$ cat src/rtl/tmr16_pkg.sv
package tmr16_pkg;

    localparam int BYTE_W  = 8;
    localparam int WORD_W  = 2 * BYTE_W;
    localparam int ADDR_W  = 4;
    localparam int N_WORDS = 4;
    localparam int N_CMP   = 2;

    // word slots inside the byte map (slot k occupies bytes 2k and 2k+1)
    localparam int SLOT_CNT = 0;
    localparam int SLOT_CMP = 1;
    localparam int SLOT_CAP = 3;

    // flag / mask bit positions
    localparam int FB_OVF  = 0;
    localparam int FB_CMPA = 1;
    localparam int FB_CMPB = 2;
    localparam int FB_CAP  = 5;

    localparam logic [BYTE_W-1:0] FLAG_BITS = 8'h27;

    typedef struct packed {
        logic top_cap;
        logic src_cmp;
        logic run;
    } ctrl_t;

    localparam int CTRL_W = $bits(ctrl_t);

    function automatic logic [BYTE_W-1:0] ctrl_to_byte(input ctrl_t c);
        return {{(BYTE_W-CTRL_W){1'b0}}, c};
    endfunction

    function automatic ctrl_t byte_to_ctrl(input logic [BYTE_W-1:0] b);
        return ctrl_t'(b[CTRL_W-1:0]);
    endfunction

endpackage

$ cat src/rtl/tmr16_bus.sv
module tmr16_bus #(
    parameter int BW = tmr16_pkg::BYTE_W,
    parameter int AW = tmr16_pkg::ADDR_W,
    parameter int NW = tmr16_pkg::N_WORDS
) (
    input  logic                   clk,
    input  logic                   rst,
    input  logic                   wr_en,
    input  logic                   rd_en,
    input  logic [AW-1:0]          addr,
    input  logic [BW-1:0]          wdata,
    input  logic [NW-1:0][2*BW-1:0] words,
    input  logic [BW-1:0]          ctrl_rd,
    input  logic [BW-1:0]          mask_rd,
    input  logic [BW-1:0]          flag_rd,
    output logic [NW-1:0]          word_we,
    output logic [2*BW-1:0]        word_data,
    output logic                   ctrl_we,
    output logic                   mask_we,
    output logic                   flag_we,
    output logic [BW-1:0]          rdata
);
    localparam int WW     = 2 * BW;
    localparam int IW     = $clog2(NW);
    localparam int SPAN   = 2 * NW;
    localparam int A_CTRL = SPAN;
    localparam int A_MASK = SPAN + 1;
    localparam int A_FLAG = SPAN + 2;

    logic          in_words;
    logic          hi_sel;
    logic [IW-1:0] idx;
    logic [BW-1:0] tmp_q;

    assign in_words = addr < AW'(SPAN);
    assign hi_sel   = addr[0];
    assign idx      = addr[IW:1];

    // shared upper-byte latch: write of a high byte fills it,
    // read of a low byte snapshots the register's high byte
    always_ff @(posedge clk) begin
        if (rst)
            tmp_q <= '0;
        else if (wr_en && in_words && hi_sel)
            tmp_q <= wdata;
        else if (rd_en && in_words && !hi_sel)
            tmp_q <= words[idx][WW-1:BW];
    end

    for (genvar g = 0; g < NW; g++) begin : g_we
        assign word_we[g] = wr_en && in_words && !hi_sel && (idx == IW'(g));
    end

    assign word_data = {tmp_q, wdata};
    assign ctrl_we   = wr_en && (addr == AW'(A_CTRL));
    assign mask_we   = wr_en && (addr == AW'(A_MASK));
    assign flag_we   = wr_en && (addr == AW'(A_FLAG));

    always_comb begin
        if (in_words)
            rdata = hi_sel ? tmp_q : words[idx][BW-1:0];
        else if (addr == AW'(A_CTRL))
            rdata = ctrl_rd;
        else if (addr == AW'(A_MASK))
            rdata = mask_rd;
        else if (addr == AW'(A_FLAG))
            rdata = flag_rd;
        else
            rdata = '0;
    end
endmodule

$ cat src/rtl/tmr16_counter.sv
module tmr16_counter #(
    parameter int W = tmr16_pkg::WORD_W
) (
    input  logic         clk,
    input  logic         rst,
    input  logic         run,
    input  logic         top_cap,
    input  logic [W-1:0] cap_val,
    input  logic         ld,
    input  logic [W-1:0] ld_val,
    output logic [W-1:0] cnt_q,
    output logic         wrap
);
    logic [W-1:0] top;

    assign top  = top_cap ? cap_val : '1;
    assign wrap = run && !ld && (cnt_q == top);

    always_ff @(posedge clk) begin
        if (rst)
            cnt_q <= '0;
        else if (ld)
            cnt_q <= ld_val;
        else if (wrap)
            cnt_q <= '0;
        else if (run)
            cnt_q <= cnt_q + W'(1);
    end
endmodule

$ cat src/rtl/tmr16_compare.sv
module tmr16_compare #(
    parameter int W = tmr16_pkg::WORD_W
) (
    input  logic         clk,
    input  logic         rst,
    input  logic         ld,
    input  logic [W-1:0] ld_val,
    input  logic         run,
    input  logic [W-1:0] cnt,
    output logic [W-1:0] cmp_q,
    output logic         hit
);
    always_ff @(posedge clk) begin
        if (rst)
            cmp_q <= '0;
        else if (ld)
            cmp_q <= ld_val;
    end

    assign hit = run && (cnt == cmp_q);
endmodule

$ cat src/rtl/tmr16_capture.sv
module tmr16_capture #(
    parameter int W = tmr16_pkg::WORD_W
) (
    input  logic         clk,
    input  logic         rst,
    input  logic         pin,
    input  logic         cmp_in,
    input  logic         sel_cmp,
    input  logic [W-1:0] cnt,
    input  logic         ld,
    input  logic [W-1:0] ld_val,
    output logic [W-1:0] cap_q,
    output logic         evt
);
    logic trig;
    logic trig_q;

    assign trig = sel_cmp ? cmp_in : pin;
    assign evt  = trig && !trig_q;

    always_ff @(posedge clk) begin
        if (rst) begin
            trig_q <= 1'b0;
            cap_q  <= '0;
        end else begin
            trig_q <= trig;
            if (evt)
                cap_q <= cnt;
            else if (ld)
                cap_q <= ld_val;
        end
    end
endmodule

$ cat src/rtl/tmr16_flags.sv
module tmr16_flags #(
    parameter int BW = tmr16_pkg::BYTE_W,
    parameter logic [BW-1:0] IMPL = tmr16_pkg::FLAG_BITS
) (
    input  logic          clk,
    input  logic          rst,
    input  logic [BW-1:0] set_vec,
    input  logic          clr_we,
    input  logic          mask_we,
    input  logic [BW-1:0] wdata,
    input  logic          glb_ie,
    output logic [BW-1:0] flags_q,
    output logic [BW-1:0] mask_q,
    output logic          irq
);
    logic [BW-1:0] clr_vec;

    assign clr_vec = clr_we ? wdata : '0;

    always_ff @(posedge clk) begin
        if (rst) begin
            flags_q <= '0;
            mask_q  <= '0;
        end else begin
            flags_q <= ((flags_q & ~clr_vec) | set_vec) & IMPL;
            if (mask_we)
                mask_q <= wdata & IMPL;
        end
    end

    assign irq = glb_ie && |(flags_q & mask_q);
endmodule

$ cat src/rtl/timer16_bytebus.sv
module timer16_bytebus
    import tmr16_pkg::*;
#(
    parameter int BW = BYTE_W,
    parameter int AW = ADDR_W
) (
    input  logic          clk,
    input  logic          rst,
    input  logic [AW-1:0] bus_addr,
    input  logic          bus_wr,
    input  logic          bus_rd,
    input  logic [BW-1:0] bus_wdata,
    output logic [BW-1:0] bus_rdata,
    input  logic          cap_pin,
    input  logic          cmp_in,
    input  logic          glb_ie,
    output logic          irq
);
    localparam int WW = 2 * BW;
    localparam int NW = N_WORDS;

    logic [NW-1:0][WW-1:0] words;
    logic [NW-1:0]         word_we;
    logic [WW-1:0]         word_data;
    logic                  ctrl_we, mask_we, flag_we;
    ctrl_t                 ctrl_q;
    logic [WW-1:0]         cnt_q;
    logic [WW-1:0]         cap_q;
    logic [N_CMP-1:0][WW-1:0] cmp_val;
    logic [N_CMP-1:0]      cmp_hit;
    logic                  wrap;
    logic                  cap_evt;
    logic [BW-1:0]         set_vec;
    logic [BW-1:0]         flags_q;
    logic [BW-1:0]         mask_q;

    always_ff @(posedge clk) begin
        if (rst)
            ctrl_q <= '0;
        else if (ctrl_we)
            ctrl_q <= byte_to_ctrl(bus_wdata);
    end

    always_comb begin
        words           = '0;
        words[SLOT_CNT] = cnt_q;
        words[SLOT_CAP] = cap_q;
        for (int c = 0; c < N_CMP; c++)
            words[SLOT_CMP + c] = cmp_val[c];
    end

    tmr16_bus #(.BW(BW), .AW(AW), .NW(NW)) u_bus (
        .clk      (clk),
        .rst      (rst),
        .wr_en    (bus_wr),
        .rd_en    (bus_rd),
        .addr     (bus_addr),
        .wdata    (bus_wdata),
        .words    (words),
        .ctrl_rd  (ctrl_to_byte(ctrl_q)),
        .mask_rd  (mask_q),
        .flag_rd  (flags_q),
        .word_we  (word_we),
        .word_data(word_data),
        .ctrl_we  (ctrl_we),
        .mask_we  (mask_we),
        .flag_we  (flag_we),
        .rdata    (bus_rdata)
    );

    tmr16_counter #(.W(WW)) u_cnt (
        .clk    (clk),
        .rst    (rst),
        .run    (ctrl_q.run),
        .top_cap(ctrl_q.top_cap),
        .cap_val(cap_q),
        .ld     (word_we[SLOT_CNT]),
        .ld_val (word_data),
        .cnt_q  (cnt_q),
        .wrap   (wrap)
    );

    for (genvar c = 0; c < N_CMP; c++) begin : g_cmp
        tmr16_compare #(.W(WW)) u_cmp (
            .clk   (clk),
            .rst   (rst),
            .ld    (word_we[SLOT_CMP + c]),
            .ld_val(word_data),
            .run   (ctrl_q.run),
            .cnt   (cnt_q),
            .cmp_q (cmp_val[c]),
            .hit   (cmp_hit[c])
        );
    end

    tmr16_capture #(.W(WW)) u_cap (
        .clk    (clk),
        .rst    (rst),
        .pin    (cap_pin),
        .cmp_in (cmp_in),
        .sel_cmp(ctrl_q.src_cmp),
        .cnt    (cnt_q),
        .ld     (word_we[SLOT_CAP]),
        .ld_val (word_data),
        .cap_q  (cap_q),
        .evt    (cap_evt)
    );

    always_comb begin
        set_vec          = '0;
        set_vec[FB_OVF]  = wrap;
        set_vec[FB_CMPA] = cmp_hit[0];
        set_vec[FB_CMPB] = cmp_hit[1];
        set_vec[FB_CAP]  = cap_evt;
    end

    tmr16_flags #(.BW(BW), .IMPL(FLAG_BITS)) u_flg (
        .clk    (clk),
        .rst    (rst),
        .set_vec(set_vec),
        .clr_we (flag_we),
        .mask_we(mask_we),
        .wdata  (bus_wdata),
        .glb_ie (glb_ie),
        .flags_q(flags_q),
        .mask_q (mask_q),
        .irq    (irq)
    );
endmodule

$ cat config.mk
export PLATFORM = sky130hd
export DESIGN_NAME = timer16_bytebus
export DESIGN_NICKNAME = d
export VERILOG_FILES = /design/src/rtl/tmr16_pkg.sv /design/src/rtl/tmr16_bus.sv /design/src/rtl/tmr16_counter.sv /design/src/rtl/tmr16_compare.sv /design/src/rtl/tmr16_capture.sv /design/src/rtl/tmr16_flags.sv /design/src/rtl/timer16_bytebus.sv
export SDC_FILE = /design/constraint.sdc
export NUM_CORES = 1
export LEC_CHECK = 0
export CORE_ASPECT_RATIO = 0.9
export CORE_MARGIN = 2
export CORE_UTILIZATION = 61
export CTS_CLUSTER_DIAMETER = 40
export CTS_CLUSTER_SIZE = 30
export DETAILED_ROUTE_END_ITERATION = 16
export GPL_ROUTABILITY_DRIVEN = 1
export PLACE_DENSITY = 0.81
export SLEW_MARGIN = 20
export SYNTH_ARGS = -nofsm -noshare
export SYNTH_HDL_FRONTEND = slang
export SYNTH_SLANG_ARGS = --single-unit
$ cat constraint.sdc
create_clock -name clk -period 2.5 [get_ports clk]
set_input_delay 0.5 -clock clk [delete_from_list [all_inputs] [get_ports clk]]
set_output_delay 0.5 -clock clk [all_outputs]
set_load 0.02 [all_outputs]
==> results.md <==
- Hold buffers post-CTS: 0
- Net Switching: 0.0007931 W
- Register share of total power: 0.502
- Switching Fraction: 0.2810
- CTS root buffer: clkbuf_8
- CP Data Arrival Time: 1900 ps
- Post-synth EDFFs: 0
- Max Freq: 416.0 MHz
- Clock skew: 25.65 ps
- Vias: 4,875
- Post-Syn Nets: 621
- Pin count of the biggest net entering global routing: 34
- Area of the die: about 0.0092 mm^2
- Rows: 31
- Register-to-register path setup slack: 430 ps
- Area of the multi-input gates: around 0.0032 mm^2
- R2R cell count: 7
- Crit end category: output port
- Crit path launch type: input pin
- Max stage delay on crit path: 500 ps
- Design Area, Final: 0.005933 mm^2
- Mapped Area: roughly 0.0052 mm^2
- Synth Flop Type: dfxtp_1
- Final-report hold violation count: 0
- Antenna Nets Post-Route: 0
- Minimum clock period after layout: between 2000 and 2500 ps
- H-tree levels: 3
- Slew HR: 0.5477
- CTS tree: built
- WP data required: ~2000 ps
- P&R area growth vs syn: 14.90%
- Die W: 101.0 um
- GRT Total Usage: 0.3611
- DRC violations left: 0
- Max capacitance violation total: 0
- Worst min path class: input pin to register
- Post-DP HPWL: 10,900 um
- Placed Area: 0.005638 mm^2
- ANT cells: 0
- Register area: between 0.0015 and 0.002 mm^2
- Placed Cells: 705
- Leakage Power: 2.212 nW
- GP Congestion: 0.9986
- Hold WS: 401.1 ps
- Routed WL: 15,950 um
- Status: finished clean
- Starting Density: 0.6339
- Skew-Pair Late Insertion Delay: roughly 390 ps
- Most frequent cells in the layout: nand2_1 (88), dfxtp_1 (84), nor2_1 (66)
- # IOs: 28
- Vias per inst: ~6.7
- Most common cell after layout, fill and taps aside: nand2_1
- Post-route setup TNS: 0 ps
- Flops & latches, synth: 84
- DRT iter0 DRCs: 779
- Worst IR Drop VDD: 0.0003308 V
- Initial antenna violation count: 0
- Sequential fraction of the synthesis area: 0.3257
- Pwr Density: 475.7 mW/mm^2
- DIE HEIGHT: 91.29 um
- Grt total ovfl: 0
- Drt first pass iters: 5
- Synth Area per Inst: 8.592 um^2
- Part of the power in combinational logic: 0.126
- TritonCTS Buffers: 9
- Proportion of layout cells with a drive suffix above 1: 0.1720
- WHS Path Cells: 2
- Setup-violating endpoint count in the final report: 0
- CTS sink count: between 80 and 90
- Post-Syn Instances: 601
- WL/cell: around 22 um
- Async set-reset flop share out of synthesis: 0
- CP max FO: 14
- First-pass GRT wire length: between 20,000 and 30,000 um
- FILL cells: 592
- Slowest-stage cell, CP: clkdlybuf4s50_1
- Synth warnings: 0
- Max-slew violation count: 0
- Synth unique cells: 48
- Worst-margin pin slew: 676.0 ps
- Period utilization: 0.9614
- Crit Path Class: input pin to output port
- Max clock buf depth: 2
- Worst-path cell chain: clkdlybuf4s50_1, buf_4, mux2i_1, o21ai_0, buf_2
- Int Power: 0.002030 W
- Buffers on Ports: 27
- RSZ-0062 raised after global routing: false
- Core Area: a little over 0.008 mm^2
- Via count of the first global-routing pass: approximately 4.7k
- Fin cells: between 700 and 800
- Final layout net count: about 640
- Clk pin slew, worst setup/hold paths: 100 ps
- Proportion of power drawn by the clock network: 0.372
-- flip-flops by register name (all words and copies together) (netlist names) --
signal,count
g_cmp.u_cmp.cmp_q,32
u_cap.cap_q,16
u_cnt.cnt_q,16
u_bus.tmp_q,8
u_flg.flags_q,4
u_flg.mask_q,4
ctrl_q,3
u_cap.trig_q,1
-- Yosys cell counts, types with 14 or more instances --
cell type,count,area share
nand3_1,14,0.014
clkbuf_1,33,0.024
nand3b_1,16,0.023
buf_2,16,0.016
mux2i_1,51,0.099
mux4_2,15,0.065
a21oi_1,47,0.046
nor2_1,66,0.048
xor2_1,16,0.027
dfxtp_1,84,0.33
nand2_1,88,0.064
a211oi_1,16,0.023
xnor2_1,38,0.064
-- layer usage --
metal  vias up  routed length, um  global-route usage
li1       2163                  -                   -
met5         -                  0                   0
met1      2288               6354              0.4920
met3       100               1793             0.09546
met4         0                841              0.1543
met2       324               6957              0.5389
-- metrics by stage --
| stage | power, W | util | setup slack (ps) |
|---|---|---|---|
| global route | 0.002906 | 0.7284 | 62.57 |
| detailed placement | 0.001771 | 0.6922 | -531.2 |
| finish | 0.002823 | 0.7284 | 96.40 |
| floorplan | 0.001631 | - | 104.3 |
| CTS | 0.002809 | 0.7290 | 25.58 |
| global placement | 0.001759 | 0.6922 | -556.2 |
-- final cells by class --
| cell class | instances | area share |
|---|---|---|
| multi-input cells | 456 | 0.5405 |
| flip-flops and latches | 84 | 0.2834 |
| repair buffers | 72 | 0.1200 |
| clock buffers | 10 | 0.02320 |
| well taps | 99 | 0.02088 |
| clock inverters | 6 | 0.01202 |
-- worst max-delay path: cells and delay by family --
kind	cells	cell delay [ps]
AOI/OAI and AO/OA	1	270
buffers and inverters	3	1020
muxes	1	110
-- cell families (layout without fill, tap and decap cells) --
kind of cell	after synthesis	after routing	share of synthesized area
AOI/OAI and AO/OA	110	110	0.1432
xor gates and xnor gates	54	54	0.09159
buffers and inverters	61	88	0.05767
muxes	67	67	0.1694
and+or+nand+nor	224	224	0.2101
adders and majority gates	1	1	0.002423
DFF	84	84	0.3257
-- final timing paths --
| kind | start | end |
|---|---|---|
| min reg2reg | g_cmp[0].u_cmp.cmp_q[7] | g_cmp[0].u_cmp.cmp_q[7] |
| min | rst | g_cmp[0].u_cmp.cmp_q[10] |
| max reg2reg | u_cnt.cnt_q[10] | u_cnt.cnt_q[1] |
| max | bus_addr[0] | bus_rdata[5] |
-- timing repair --
item,4_1_cts,5_1_grt
resized for setup,35,1
setup endpoints to repair,8,2
buffers inserted,4,0
cloned,2,0
-- power by group through the flow --
stage,clock (W),sequential (W),combinational (W)
2_1_floorplan,0,0.00143,0.000205
3_3_place_gp,0,0.00144,0.000317
3_5_place_dp,0,0.00144,0.000327
4_1_cts,0.00105,0.00141,0.000347
5_1_grt,0.00111,0.00142,0.000375
6_report,0.00105,0.00142,0.000357
Note: power is estimated with default switching activity, not from simulation.
